## src/rtl/itdiv_pkg.sv

```systemverilog
package itdiv_pkg;

  typedef enum logic [1:0] {
    ST_IDLE = 2'd0,
    ST_ITER = 2'd1,
    ST_FIX  = 2'd2
  } itdiv_state_e;

endpackage

```

## src/rtl/itdiv_rst_sync.sv

```systemverilog
module itdiv_rst_sync #(
  parameter int STAGES = 2
) (
  input  logic clk,
  input  logic rst_n,
  output logic rst_sync_n
);

  logic [STAGES-1:0] sync_q;

  always_ff @(posedge clk or negedge rst_n) begin
    if (!rst_n) begin
      sync_q <= '0;
    end else begin
      sync_q <= {sync_q[STAGES-2:0], 1'b1};
    end
  end

  assign rst_sync_n = sync_q[STAGES-1];

endmodule

```

## src/rtl/itdiv_prep.sv

```systemverilog
module itdiv_prep #(
  parameter int DATA_W  = 32,
  parameter int GROUP_W = 8,
  localparam int NUM_GROUPS = DATA_W / GROUP_W,
  localparam int GCW        = $clog2(NUM_GROUPS + 1)
) (
  input  logic [DATA_W-1:0] dividend_i,
  input  logic [DATA_W-1:0] divisor_i,
  input  logic              signed_i,
  output logic [DATA_W-1:0] a_aligned_o,
  output logic [DATA_W-1:0] b_mag_o,
  output logic              a_neg_o,
  output logic              b_neg_o,
  output logic [GCW-1:0]    groups_o
);

  logic [DATA_W-1:0]     a_mag;
  logic [NUM_GROUPS-1:0] grp_nz;
  int                    shamt;

  assign a_neg_o = signed_i & dividend_i[DATA_W-1];
  assign b_neg_o = signed_i & divisor_i[DATA_W-1];
  assign a_mag   = a_neg_o ? (~dividend_i + DATA_W'(1)) : dividend_i;
  assign b_mag_o = b_neg_o ? (~divisor_i  + DATA_W'(1)) : divisor_i;

  // one non-zero detector per byte group of the magnitude
  for (genvar gi = 0; gi < NUM_GROUPS; gi++) begin : g_grp
    assign grp_nz[gi] = |a_mag[gi*GROUP_W +: GROUP_W];
  end

  // significant group count, minimum one
  always_comb begin
    groups_o = GCW'(1);
    for (int i = 1; i < NUM_GROUPS; i++) begin
      if (grp_nz[i]) groups_o = GCW'(i + 1);
    end
  end

  // move the first significant group to the top so iteration starts there
  always_comb begin
    shamt       = GROUP_W * (NUM_GROUPS - int'(groups_o));
    a_aligned_o = a_mag << shamt;
  end

endmodule

```

## src/rtl/itdiv_step.sv

```systemverilog
module itdiv_step #(
  parameter int DATA_W = 32
) (
  input  logic [DATA_W-1:0] rem_i,
  input  logic [DATA_W-1:0] quo_i,
  input  logic [DATA_W-1:0] dvsr_i,
  output logic [DATA_W-1:0] rem_o,
  output logic [DATA_W-1:0] quo_o
);

  logic [DATA_W:0] trial;
  logic [DATA_W:0] diff;
  logic            fits;

  always_comb begin
    trial = {rem_i, quo_i[DATA_W-1]};
    diff  = trial - {1'b0, dvsr_i};
    fits  = ~diff[DATA_W] | (trial[DATA_W] & ~|dvsr_i);
    rem_o = fits ? diff[DATA_W-1:0] : trial[DATA_W-1:0];
    quo_o = {quo_i[DATA_W-2:0], fits};
  end

endmodule

```

## src/rtl/itdiv_fix.sv

```systemverilog
module itdiv_fix #(
  parameter int DATA_W = 32
) (
  input  logic [DATA_W-1:0] quo_i,
  input  logic [DATA_W-1:0] rem_i,
  input  logic              qneg_i,
  input  logic              rneg_i,
  output logic [DATA_W-1:0] quo_o,
  output logic [DATA_W-1:0] rem_o
);

  assign quo_o = qneg_i ? (~quo_i + DATA_W'(1)) : quo_i;
  assign rem_o = rneg_i ? (~rem_i + DATA_W'(1)) : rem_i;

endmodule

```

## src/rtl/itdiv_early.sv

```systemverilog
module itdiv_early
  import itdiv_pkg::*;
#(
  parameter int DATA_W  = 32,
  parameter int GROUP_W = 8
) (
  input  logic              clk,
  input  logic              rst_n,
  input  logic              start_i,
  input  logic              signed_i,
  input  logic [DATA_W-1:0] dividend_i,
  input  logic [DATA_W-1:0] divisor_i,
  output logic              busy_o,
  output logic              done_o,
  output logic [DATA_W-1:0] quot_o,
  output logic [DATA_W-1:0] rem_o
);

  localparam int NUM_GROUPS = DATA_W / GROUP_W;
  localparam int GCW        = $clog2(NUM_GROUPS + 1);
  localparam int CW         = $clog2(DATA_W + 1);

  logic rst_sync_n;

  itdiv_state_e      state_q, state_d;
  logic [CW-1:0]     cnt_q, cnt_d;
  logic [DATA_W-1:0] rem_q, rem_d, quo_q, quo_d;
  logic [DATA_W-1:0] dvsr_q;
  logic              sgn_q, qneg_q, rneg_q;
  logic              done_q, done_d;
  logic [DATA_W-1:0] quot_q, quot_d, remr_q, remr_d;
  logic              work_en, load_en, res_en;

  logic [DATA_W-1:0] a_aligned, b_mag;
  logic              a_neg, b_neg;
  logic [GCW-1:0]    groups;
  logic [DATA_W-1:0] step_rem, step_quo;
  logic [DATA_W-1:0] fix_quo, fix_rem;

  itdiv_rst_sync #(.STAGES(2)) u_rst (
    .clk        (clk),
    .rst_n      (rst_n),
    .rst_sync_n (rst_sync_n)
  );

  itdiv_prep #(.DATA_W(DATA_W), .GROUP_W(GROUP_W)) u_prep (
    .dividend_i  (dividend_i),
    .divisor_i   (divisor_i),
    .signed_i    (signed_i),
    .a_aligned_o (a_aligned),
    .b_mag_o     (b_mag),
    .a_neg_o     (a_neg),
    .b_neg_o     (b_neg),
    .groups_o    (groups)
  );

  itdiv_step #(.DATA_W(DATA_W)) u_step (
    .rem_i  (rem_q),
    .quo_i  (quo_q),
    .dvsr_i (dvsr_q),
    .rem_o  (step_rem),
    .quo_o  (step_quo)
  );

  itdiv_fix #(.DATA_W(DATA_W)) u_fix (
    .quo_i  (quo_q),
    .rem_i  (rem_q),
    .qneg_i (qneg_q),
    .rneg_i (rneg_q),
    .quo_o  (fix_quo),
    .rem_o  (fix_rem)
  );

  // next-state logic
  always_comb begin
    state_d = state_q;
    cnt_d   = cnt_q;
    rem_d   = rem_q;
    quo_d   = quo_q;
    quot_d  = quot_q;
    remr_d  = remr_q;
    done_d  = 1'b0;
    work_en = 1'b0;
    load_en = 1'b0;
    res_en  = 1'b0;
    unique case (state_q)
      ST_IDLE: begin
        if (start_i) begin
          load_en = 1'b1;
          work_en = 1'b1;
          rem_d   = '0;
          quo_d   = a_aligned;
          cnt_d   = CW'(GROUP_W * int'(groups));
          state_d = ST_ITER;
        end
      end
      ST_ITER: begin
        work_en = 1'b1;
        rem_d   = step_rem;
        quo_d   = step_quo;
        cnt_d   = cnt_q - CW'(1);
        if (cnt_q == CW'(1)) begin
          if (sgn_q) begin
            state_d = ST_FIX;
          end else begin
            state_d = ST_IDLE;
            done_d  = 1'b1;
            res_en  = 1'b1;
            quot_d  = step_quo;
            remr_d  = step_rem;
          end
        end
      end
      ST_FIX: begin
        state_d = ST_IDLE;
        done_d  = 1'b1;
        res_en  = 1'b1;
        quot_d  = fix_quo;
        remr_d  = fix_rem;
      end
      default: state_d = ST_IDLE;
    endcase
  end

  // registers
  always_ff @(posedge clk or negedge rst_sync_n) begin
    if (!rst_sync_n) begin
      state_q <= ST_IDLE;
      done_q  <= 1'b0;
      cnt_q   <= '0;
      rem_q   <= '0;
      quo_q   <= '0;
      dvsr_q  <= '0;
      sgn_q   <= 1'b0;
      qneg_q  <= 1'b0;
      rneg_q  <= 1'b0;
      quot_q  <= '0;
      remr_q  <= '0;
    end else begin
      state_q <= state_d;
      done_q  <= done_d;
      if (work_en) begin
        cnt_q <= cnt_d;
        rem_q <= rem_d;
        quo_q <= quo_d;
      end
      if (load_en) begin
        dvsr_q <= b_mag;
        sgn_q  <= signed_i;
        qneg_q <= a_neg ^ b_neg;
        rneg_q <= a_neg;
      end
      if (res_en) begin
        quot_q <= quot_d;
        remr_q <= remr_d;
      end
    end
  end

  assign busy_o = (state_q != ST_IDLE);
  assign done_o = done_q;
  assign quot_o = quot_q;
  assign rem_o  = remr_q;

  AST_DONE_SINGLE: assert property (@(posedge clk) disable iff (!rst_sync_n)
    done_q |=> !done_q);
  AST_DONE_FREE: assert property (@(posedge clk) disable iff (!rst_sync_n)
    done_q |-> !busy_o);
  AST_DIVISOR_KEPT: assert property (@(posedge clk) disable iff (!rst_sync_n)
    busy_o |=> $stable(dvsr_q));
  AST_RESULT_HELD: assert property (@(posedge clk) disable iff (!rst_sync_n)
    !done_d |=> ($stable(quot_q) && $stable(remr_q)));
  AST_PARTIAL_BOUND: assert property (@(posedge clk) disable iff (!rst_sync_n)
    (state_q == ST_ITER && dvsr_q != '0) |-> (rem_q < dvsr_q));
  AST_COUNT_RANGE: assert property (@(posedge clk) disable iff (!rst_sync_n)
    (state_q == ST_ITER) |-> (cnt_q != '0 && cnt_q <= CW'(DATA_W)));
  AST_SIGNED_FIXUP: assert property (@(posedge clk) disable iff (!rst_sync_n)
    (done_q && sgn_q) |-> ($past(state_q) == ST_FIX));

endmodule

```

## config.mk

```make
export PLATFORM = sky130hd
export DESIGN_NAME = itdiv_early
export DESIGN_NICKNAME = d
export VERILOG_FILES = /design/src/rtl/itdiv_pkg.sv /design/src/rtl/itdiv_rst_sync.sv /design/src/rtl/itdiv_prep.sv /design/src/rtl/itdiv_step.sv /design/src/rtl/itdiv_fix.sv /design/src/rtl/itdiv_early.sv
export SDC_FILE = /design/constraint.sdc
export NUM_CORES = 1
export LEC_CHECK = 0
export CAP_MARGIN = 25
export CORE_UTILIZATION = 60
export DETAILED_ROUTE_END_ITERATION = 6
export GPL_TIMING_DRIVEN = 0
export HOLD_SLACK_MARGIN = 0.15
export PLACE_DENSITY = 0.83
export SYNTH_ARGS = -nofsm -noshare
export SYNTH_HDL_FRONTEND = slang
export SYNTH_SLANG_ARGS = --single-unit
```

## constraint.sdc

```tcl
create_clock -name clk -period 14.05 [get_ports clk]
set_input_delay 2.81 -clock clk [delete_from_list [all_inputs] [get_ports clk]]
set_output_delay 2.81 -clock clk [all_outputs]
set_load 0.01 [all_outputs]
```

==> results.yml <==
setup_path:
  worstSetupEndpointType: "flip-flop"
  required_ps: 14360
  critPathLaunchType: "input pin"
  cp_max_fo: 10
  crit_type: "input pin to flip-flop"
  arrival_ps: 8200
floorplanning:
  die_area_um2: 22700
  core_um2: 21800
  die_w_um: 151
  initial_core_util_pct: 61.0
  die_h_um: 151
  rows: 54
  ios: 134
sta:
  fin_crit_sh_pct: 56.2
  max_freq_mhz: 127
  layout_min_cycle_time_ps: 7890
  hold_viol: 0
  finalSetupTns_ps: 0
  fin_skew_ps: 14.1
  rsz0062_at_grt: "false"
  slew_headroom_pct: 31.8
  final_max_slew_viol_count: 0
  worst_pin_slew_ps: 1020
  setup_ws_ps: 6160
  finalSetupViolCount: 0
finish:
  diodes: 0
  fillers: 1785
  fin_cells: 2109
  syn2layout_area_growth_pct: 17.2
  finalNetCount: 1929
  drive_gt1_share_pct: 4.37
  layout_common_cells: "nand2_1 (212), o21ai_0 (185), dfrtp_1 (173)"
  final_common_cell: "nand2_1"
route:
  wl_per_cell_um: 20.2
  route.met2.wl_um: 18700
  wl_met3_um: 4440
  drt-met1-wl_um: 18600
  drt_pass1_iterations: 6
  route.vias.total: 13700
  antenna_left: 0
  viasPerCell: 6.51
  drc_errors: 0
  drt-total-wl_um: 42600
  maxUsedRoutingLayer: "met4"
  drt_iter0_markers: 1490
pwr:
  clkPwrFrac_pct: 13.1
  p_leak_nw: 6.38
  comb_power_share_pct: 60.1
  vdd_ir_drop_max_v: 0.000118
  finalPower_mw: 3.69
  power_frac_seq_pct: 26.8
  p_per_area_nw_per_um2: 237
  swShare_pct: 48.7
  p_switching_mw: 1.80
  p_int_mw: 1.89
cts:
  cts_root_buf: "clkbuf_16"
  insertion_delay_ps: 440
  cts_resized: 0
  cts_hold_buf: 0
  cts_max_level: 4
  clockBufferDepth: 2
  cts_setup_buffers: 0
  cts.sinks: 174
  clkTransAtPathRegs_ps: 70
  numCtsBuffers: 17
  cts_tree: "built"
yosys:
  synth_ff_type: "dfrtp_1"
  syn_area_per_cell_um2: 7.95
  synth-seq-cells: 174
  synth_edf_count: 0
  synth_nets: 1779
  syn_inst: 1668
  synthesis.area_um2: 13300
  synth_cell_types: 80
  yosys_warnings: 0
  ys_seq_area_share_pct: 32.8
  synth_async_sr_flop_share_pct: 100
run:
  max_cap_violations: 0
hold_path:
  min_path_type: "flip-flop to asynchronous set/reset pin"
placed_design:
  portBuffers: 128
  place.gp.congestion: 0.974
  post-place-ws_ps: 5830
  hpwl_um: 32600
  placed_cells: 2078
global_routing:
  grt_max_degree: 66
  grt_pass1_wl_um: 66700
  grt-ovfl-total: 0
  track_usage_pct: 38.1
  antenna_found_initial: 0
  grt_pass1_vias: 12500
run_status:
  outcome: "completed"
## critical path: stages
cell             delay [ps]
clkdlybuf4s50_1         490
inv_1                    90
ha_1                    250
or4b_2                  680
nor3_1                  800
a41oi_1                 220
nand3_1                 190
nand4_1                 220
or2_1                   340
inv_2                    90
buf_4                   180
buf_4                   200
ha_1                    260
clkbuf_1                320
clkbuf_1                440
o21ai_0                 230
a32oi_1                 260
o21ai_0                 110
## worst paths after layout
kind	from	to	slack (ps)	cells past startpoint
hold reg to reg	u_rst.sync_q[1]$_DFF_PN0_	dvsr_q[29]$_DFFE_PN0P_	350	0
max in group asynchronous	rst_n	u_rst.sync_q[1]$_DFF_PN0_	11380	1
hold / removal	u_rst.sync_q[1]$_DFF_PN0_	dvsr_q[29]$_DFFE_PN0P_	350	0
min in group clk	u_rst.sync_q[0]$_DFF_PN0_	u_rst.sync_q[1]$_DFF_PN0_	350	0
setup reg to reg	rem_q[13]$_DFFE_PN0P_	rem_q[26]$_DFFE_PN0P_	8890	13
setup / recovery	dividend_i[1]	quo_q[21]$_DFFE_PN0P_	6160	18
## cells in the mapped netlist (all sizes together) (4+ instances only)
library cell,instances,area (µm²)
o2111ai,12,111
a211oi,7,67.6
nor2,108,405
dfrtp,174,4350
nand4,13,81.3
or3,36,225
o21a,8,60.1
a221oi,9,85.1
nor4,25,156
a32oi,8,70.1
a221o,5,50.1
nor2b,14,87.6
o31ai,40,300
a21o,23,173
or4,19,146
a21oi,120,601
and2,5,31.3
xor2,65,569
ha,42,526
a22o,4,35.0
inv,62,233
a32o,7,70.1
o22ai,12,75.1
mux2,5,56.3
o211ai,5,37.5
a2111oi,4,35.0
o21ai,192,961
o221ai,7,61.3
or2,12,75.1
nand2,212,796
nand2b,14,87.6
xnor2,58,508
and3,24,150
nor3,42,221
o41ai,19,181
clkbuf,91,342
mux2i,33,330
nand3,33,165
a22oi,6,45.0
buf,22,126
a41oi,7,61.3
a31oi,21,131
and4,4,35.0
## registers in the layout, indices dropped and copies added (netlist names)
signal / cells
cnt_q: 6
done_o: 1
dvsr_q: 32
qneg_q: 1
quo_q: 32
quot_o: 32
rem_o: 32
rem_q: 32
rneg_q: 1
sgn_q: 1
state_q: 2
u_rst.sync_q: 2
## layer usage
layer / global-route usage (%) / up-vias
met4: 9.90 / 0
met5: 0 / -
met1: 54.7 / 6452
met2: 57.9 / 796
li1: - / 6400
met3: 8.00 / 88
## power by group through the flow
stage | registers [mW] | clock network (mW) | logic (mW)
after CTS | 0.974 | 0.485 | 2.16
after global routing | 1.01 | 0.506 | 2.42
after detailed placement | 0.981 | 0 | 2.15
after floorplan | 0.937 | 0 | 1.46
after global placement | 0.975 | 0 | 2.08
final | 0.987 | 0.484 | 2.22
## stage by stage
stage          hold slack (ps)  cell area, µm²  utilization [%]
3_3_place_gp               334           14900             68.5
5_1_grt                    353           15500             71.5
3_5_place_dp               337           15000             68.7
6_report                   347           15500             71.5
4_1_cts                    352           15500             71.4
2_1_floorplan              331           13300                -
## kinds of logic (layout without fill, tap and decap cells)
logic type / Yosys count / in the layout / share of synthesized area (%)
xor+xnor: 123 / 123 / 8.12
compound gates: 538 / 538 / 25.7
other cells: 1 / 1 / 0.0283
flops: 174 / 174 / 32.8
fa+ha+maj: 43 / 43 / 4.11
buf+inv: 176 / 337 / 5.31
mux: 38 / 38 / 2.92
simple gates: 575 / 575 / 21.0
## cell type report
| class | count | area (µm²) | share of cell area, % |
|---|---|---|---|
| repair buffers | 131 | 1340 | 8.63 |
| multi-input cells | 1318 | 8200 | 52.8 |
| clock inverters | 9 | 110 | 0.708 |
| plain buffers | 113 | 468 | 3.01 |
| flip-flops and latches | 174 | 4360 | 28.0 |
| well taps | 280 | 350 | 2.25 |
| inverters | 63 | 236 | 1.52 |
| clock buffers | 21 | 480 | 3.09 |
(Power assumes the default switching activity.)
